`config.mk`:
```
export PLATFORM = sky130hd
export DESIGN_NAME = manchester_rx
export DESIGN_NICKNAME = d
export VERILOG_FILES = /design/src/rtl/mrx_pkg.sv /design/src/rtl/mrx_sync.sv /design/src/rtl/mrx_bit_decoder.sv /design/src/rtl/mrx_deframer.sv /design/src/rtl/manchester_rx.sv
export SDC_FILE = /design/constraint.sdc
export NUM_CORES = 1
export LEC_CHECK = 0
export BUFFER_PORTS_ARGS = -buffer_cell sky130_fd_sc_hd__buf_2
export CAP_MARGIN = 30
export CORE_MARGIN = 2
export CORE_UTILIZATION = 30
export DETAILED_ROUTE_END_ITERATION = 10
export PLACE_DENSITY = 0.46
export SLEW_MARGIN = 20
export SYNTH_ARGS = -nofsm -noshare
export SYNTH_HDL_FRONTEND = slang
export SYNTH_SLANG_ARGS = --single-unit
```
`constraint.sdc`:
```
create_clock -name clk -period 3.6 [get_ports clk]
set_clock_uncertainty 0.2 [all_clocks]
set_input_delay 0.54 -clock clk [delete_from_list [all_inputs] [get_ports clk]]
set_output_delay 0.54 -clock clk [all_outputs]
set_load 0.1 [all_outputs]
```
`src/rtl/mrx_pkg.sv`:
```
package mrx_pkg;

  typedef enum logic {
    FRM_HUNT  = 1'b0,
    FRM_SHIFT = 1'b1
  } frm_state_t;

  // Next value of the mid-cell phase counter.
  function automatic int unsigned phase_step(int unsigned ph, logic taken,
                                             int unsigned blank, int unsigned loss);
    if (taken) return 0;
    if (ph >= loss) return blank;
    return ph + 1;
  endfunction

  // Next length of the zero run seen while hunting, saturating at cap.
  function automatic int unsigned run_step(int unsigned run, logic bit_val,
                                           int unsigned cap);
    if (bit_val) return 0;
    if (run >= cap) return cap;
    return run + 1;
  endfunction

endpackage

```
`src/rtl/mrx_sync.sv`:
```
module mrx_sync #(
  parameter int STAGES = 2
) (
  input  logic clk,
  input  logic rst_n,
  input  logic d,
  output logic q
);
  logic [STAGES-1:0] stage_q;

  generate
    if (STAGES == 1) begin : g_single
      always_ff @(posedge clk) begin
        if (!rst_n) stage_q <= '0;
        else        stage_q <= d;
      end
    end else begin : g_chain
      always_ff @(posedge clk) begin
        if (!rst_n) stage_q <= '0;
        else        stage_q <= {stage_q[STAGES-2:0], d};
      end
    end
  endgenerate

  assign q = stage_q[STAGES-1];
endmodule

```
`src/rtl/mrx_bit_decoder.sv`:
```
module mrx_bit_decoder #(
  parameter int BLANK_CYC = 6,
  parameter int LOSS_CYC  = 12
) (
  input  logic clk,
  input  logic rst_n,
  input  logic line_s,
  output logic bit_data,
  output logic bit_strobe,
  output logic lock_lost,
  output logic edge_taken
);
  localparam int CW = $clog2(LOSS_CYC + 1);

  logic          line_q;
  logic [CW-1:0] phase_q;
  logic          edge_seen;
  logic          armed;
  logic          timeout;

  assign edge_seen  = line_s ^ line_q;
  assign armed      = (phase_q >= CW'(BLANK_CYC));
  assign edge_taken = edge_seen & armed;
  assign timeout    = !edge_taken && (phase_q >= CW'(LOSS_CYC));

  always_ff @(posedge clk) begin
    if (!rst_n) begin
      line_q     <= 1'b0;
      phase_q    <= CW'(BLANK_CYC);
      bit_data   <= 1'b0;
      bit_strobe <= 1'b0;
      lock_lost  <= 1'b0;
    end else begin
      line_q     <= line_s;
      bit_strobe <= edge_taken;
      lock_lost  <= timeout;
      if (edge_taken) bit_data <= line_s;
      phase_q <= CW'(mrx_pkg::phase_step(32'(phase_q), edge_taken,
                                         BLANK_CYC, LOSS_CYC));
    end
  end
endmodule

```
`src/rtl/mrx_deframer.sv`:
```
module mrx_deframer #(
  parameter int DATA_W    = 16,
  parameter int MIN_ZEROS = 18
) (
  input  logic              clk,
  input  logic              rst_n,
  input  logic              bit_data,
  input  logic              bit_strobe,
  input  logic              lock_lost,
  output logic [DATA_W-1:0] word_data,
  output logic              word_valid,
  output logic              in_frame,
  output logic              marker_done
);
  import mrx_pkg::*;

  localparam int RW = $clog2(MIN_ZEROS + 1);

  frm_state_t      state_q;
  logic [RW-1:0]   run_q;
  logic [DATA_W:0] chain_q;
  logic [DATA_W:0] chain_nxt;
  logic            start_ok;

  assign chain_nxt   = {chain_q[DATA_W-1:0], bit_data};
  assign start_ok    = (state_q == FRM_HUNT) && bit_strobe && bit_data &&
                       (run_q >= RW'(MIN_ZEROS));
  assign marker_done = (state_q == FRM_SHIFT) && bit_strobe && chain_nxt[DATA_W];
  assign in_frame    = (state_q == FRM_SHIFT);

  always_ff @(posedge clk) begin
    if (!rst_n) begin
      state_q    <= FRM_HUNT;
      run_q      <= '0;
      chain_q    <= '0;
      word_data  <= '0;
      word_valid <= 1'b0;
    end else begin
      word_valid <= 1'b0;
      if (lock_lost) begin
        state_q <= FRM_HUNT;
        run_q   <= '0;
        chain_q <= '0;
      end else if (bit_strobe) begin
        if (state_q == FRM_HUNT) begin
          if (start_ok) begin
            state_q <= FRM_SHIFT;
            run_q   <= '0;
            chain_q <= {{DATA_W{1'b0}}, 1'b1};
          end else begin
            run_q <= RW'(run_step(32'(run_q), bit_data, MIN_ZEROS));
          end
        end else if (marker_done) begin
          word_data  <= chain_nxt[DATA_W-1:0];
          word_valid <= 1'b1;
          state_q    <= FRM_HUNT;
          run_q      <= '0;
          chain_q    <= '0;
        end else begin
          chain_q <= chain_nxt;
        end
      end
    end
  end
endmodule

```
`src/rtl/manchester_rx.sv`:
```
module manchester_rx #(
  parameter int DATA_W      = 16,
  parameter int BLANK_CYC   = 6,
  parameter int LOSS_CYC    = 12,
  parameter int MIN_ZEROS   = 18,
  parameter int SYNC_STAGES = 2
) (
  input  logic              clk,
  input  logic              rst_n,
  input  logic              line_in,
  output logic              bit_data,
  output logic              bit_strobe,
  output logic [DATA_W-1:0] word_data,
  output logic              word_valid,
  output logic              lock_lost
);
  logic line_s;
  logic dec_edge_taken;
  logic frm_busy;
  logic frm_marker_done;

  mrx_sync #(.STAGES(SYNC_STAGES)) i_sync (
    .clk   (clk),
    .rst_n (rst_n),
    .d     (line_in),
    .q     (line_s)
  );

  mrx_bit_decoder #(.BLANK_CYC(BLANK_CYC), .LOSS_CYC(LOSS_CYC)) i_dec (
    .clk        (clk),
    .rst_n      (rst_n),
    .line_s     (line_s),
    .bit_data   (bit_data),
    .bit_strobe (bit_strobe),
    .lock_lost  (lock_lost),
    .edge_taken (dec_edge_taken)
  );

  mrx_deframer #(.DATA_W(DATA_W), .MIN_ZEROS(MIN_ZEROS)) i_frm (
    .clk         (clk),
    .rst_n       (rst_n),
    .bit_data    (bit_data),
    .bit_strobe  (bit_strobe),
    .lock_lost   (lock_lost),
    .word_data   (word_data),
    .word_valid  (word_valid),
    .in_frame    (frm_busy),
    .marker_done (frm_marker_done)
  );
endmodule

```
==> qor.csv <==
metric,value,unit
ys.flop_type,dfxtp_1,
hold_viol,0,
ys_seq_elements,49,
cts_tree,done,
hold_buffers,0,
die_x,87.3,um
critPathTopFamily,simple AND/OR/NAND/NOR gates,
postCtsResizedCells,0,
post_cts_buffers,0,
htree_levels,2,
grt_max_degree,28,
clkSinkCount,49,
placementRows,30,
synth_top_area_share,47.1,%
dp_hpwl,2.89,mm
rsz0062_at_grt,false,
grt-ovfl-total,0,
initial_utilization,30.8,%
fmax,476,MHz
ant_nets,0,
hold_path.class,flop to flop,
async_flop_share,0,%
avgSynthCellArea,8.83,um2
wl_per_cell,13.6,um
holdPathStages,1,
grt_pass1_wl,7.74,mm
die_h,87.3,um
p_leak,0.872,nW
r2r_slack,1.63,ns
path_buf_inv,2,
dieArea,0.00763,mm2
synth_top_cells_by_area,"dfxtp_1 47%, nand2_1 9.0%, a32oi_1 5.9%",
critPathKind,input pin to flop,
min_to,i_sync.stage_q[1],
path_clk_slew,0.08,ns
via_per_inst,4.94,
synthDistinctLibCells,36,
setup_viol,0,
fin_crit_sh,58.4,%
slew_violations,0,
r2r-start,i_frm.run_q[0],
worstPathArrival,2.13,ns
end_kind,flop,
synth_warnings,0,
design.core.area,0.00676,mm2
insertedDiodeCount,0,
ioPinCount,23,
fin_nets,259,
cp_cell_sequence,buf_2 -> nor2b_2 -> buf_4 -> a32oi_1 -> o21ai_1,
drv_cap,0,
fin_crit,2.10,ns
ys_seq_area_share,47.1,%
synth.cells.most_frequent,"50 x nand2_1, 49 x dfxtp_1, 16 x a21boi_0, 16 x nor2b_1, 14 x a32oi_1",
fin_area,0.00233,mm2
crit_fanout,27,
clock_latency,0.30,ns
wirelength,4.53,mm
num_vias,1649,
worstRegToRegCells,5,
synth_edf_count,0,
status,completed,
cp_data_required_time,3.63,ns
vdd_drop_max,0.154,mV
syn-num-nets,242,
worst_pin_slew,0.829,ns
syn_inst,236,
dr.pass1.iters,4,
syn_area,0.00208,mm2
place.port_buffers,22,
p_per_area,419,mW/mm2
slew_headroom,44.0,%
cts_root_buffer,clkbuf_8,
drtIter0Drc,78,
placed_area,0.00225,mm2
critPathSlowestCell,nor2b_2,
synth.most_common_cell,nand2_1,
drive_gt1_share,14.6,%
min_from,i_sync.stage_q[0],
grt_use_total,12.9,%
antenna_found_initial,0,
drcViolationCount,0,
netlist.top_cell.by_area,dfxtp_1,
cpPeakStageDelay,0.76,ns
finalSetupTns,0,ns
first_global_vias,1583,
worstReg2RegEnd,i_frm.run_q[2],
clock_path_buffers,2,
cts_buffers,5,
gp_congestion,0.791,
final.fill_count,711,
startpoint_type,input pin,
syn2layout_area_growth,12.0,%
worst reg2reg max path: stages, from the launching register on:
cell and delay [ns]:
dfxtp_1 0.38, inv_1 0.07, ha_1 0.21, o41ai_1 0.68, nand4b_1 0.18, a31oi_1 0.19
where the power goes:
part / switching, mW / total, mW / internal, mW / leakage [nW]
Combinational: 0.0617 / 0.0928 / 0.0311 / 0.436
Sequential: 0.0146 / 0.572 / 0.558 / 0.396
Clock: 0.174 / 0.312 / 0.138 / 0.0395
Total: 0.250 / 0.977 / 0.727 / 0.872
how the worst max path moves through the flow:
stage | startpoint | endpoint | cells past startpoint
after floorplan | i_dec.bit_strobe | i_frm.word_data[10] | 5
after global placement | rst_n | i_frm.chain_q[11] | 5
after detailed placement | rst_n | i_frm.chain_q[10] | 5
after CTS | rst_n | i_frm.chain_q[13] | 5
after global routing | rst_n | i_frm.chain_q[10] | 5
final | rst_n | i_frm.chain_q[13] | 5
flip-flops by register name (all words and copies together) (netlist names):
signal,flops
i_dec.line_q,1
i_frm.in_frame,1
i_dec.bit_strobe,1
i_frm.chain_q,16
i_frm.word_data,16
i_frm.word_valid,1
i_frm.run_q,5
i_dec.bit_data,1
i_dec.lock_lost,1
i_dec.phase_q,4
i_sync.stage_q,2
per-layer routing:
layer,routed length [um],global-route usage (%),share of wire (%),up-vias
li1,-,-,-,860
met4,65,4.20,1.4,0
met3,145,3.03,3.2,7
met1,2370,17.2,52,754
met2,1950,20.3,43,28
met5,0,0,0,-
logic make-up (layout without fill, tap and decap cells):
kind of cell / count (synthesis) / count (layout) / share of synthesized area (%)
fa+ha+maj: 3 / 3 / 1.80
xor+xnor: 2 / 2 / 0.841
buf+inv: 20 / 38 / 4.26
compound gates: 66 / 66 / 22.4
simple gates: 95 / 95 / 23.1
mux: 1 / 1 / 0.541
flops: 49 / 49 / 47.1
cell type report:
cell class / count / area (um2) / area share [%]
repair buffers: 26 / 140 / 6.01
flip-flops and latches: 49 / 981 / 42.1
multi-input cells: 167 / 1020 / 43.6
well taps: 80 / 100 / 4.29
clock buffers: 8 / 80.1 / 3.43
inverters: 4 / 15.0 / 0.644
per-stage QoR:
stage          std cells  setup WS (ns)  total power, mW  hold slack [ns]  utilization (%)
2_1_floorplan        236           1.37            0.656            0.212                -
3_3_place_gp         326           1.18            0.677            0.235             33.3
3_5_place_dp         326           1.16            0.679            0.230             33.3
4_1_cts              334           1.47            0.997            0.246             34.5
5_1_grt              334           1.28             1.03            0.266             34.5
6_report             334           1.50            0.977            0.242             34.5
cell usage in the layout (no fill, tap or decap), drive strengths merged, types with 2 or more instances in the layout:
cell	count
clkbuf	8
inv	4
nor2	5
o21ai	19
and2	7
ha	3
a21oi	5
nand2	50
nor2b	16
a21boi	16
buf	26
nand4b	3
nand3b	2
dfxtp	49
nor3b	4
nand3	4
a31oi	3
o22ai	2
a32oi	14
No activity file was read; power rests on OpenSTA's default activity.
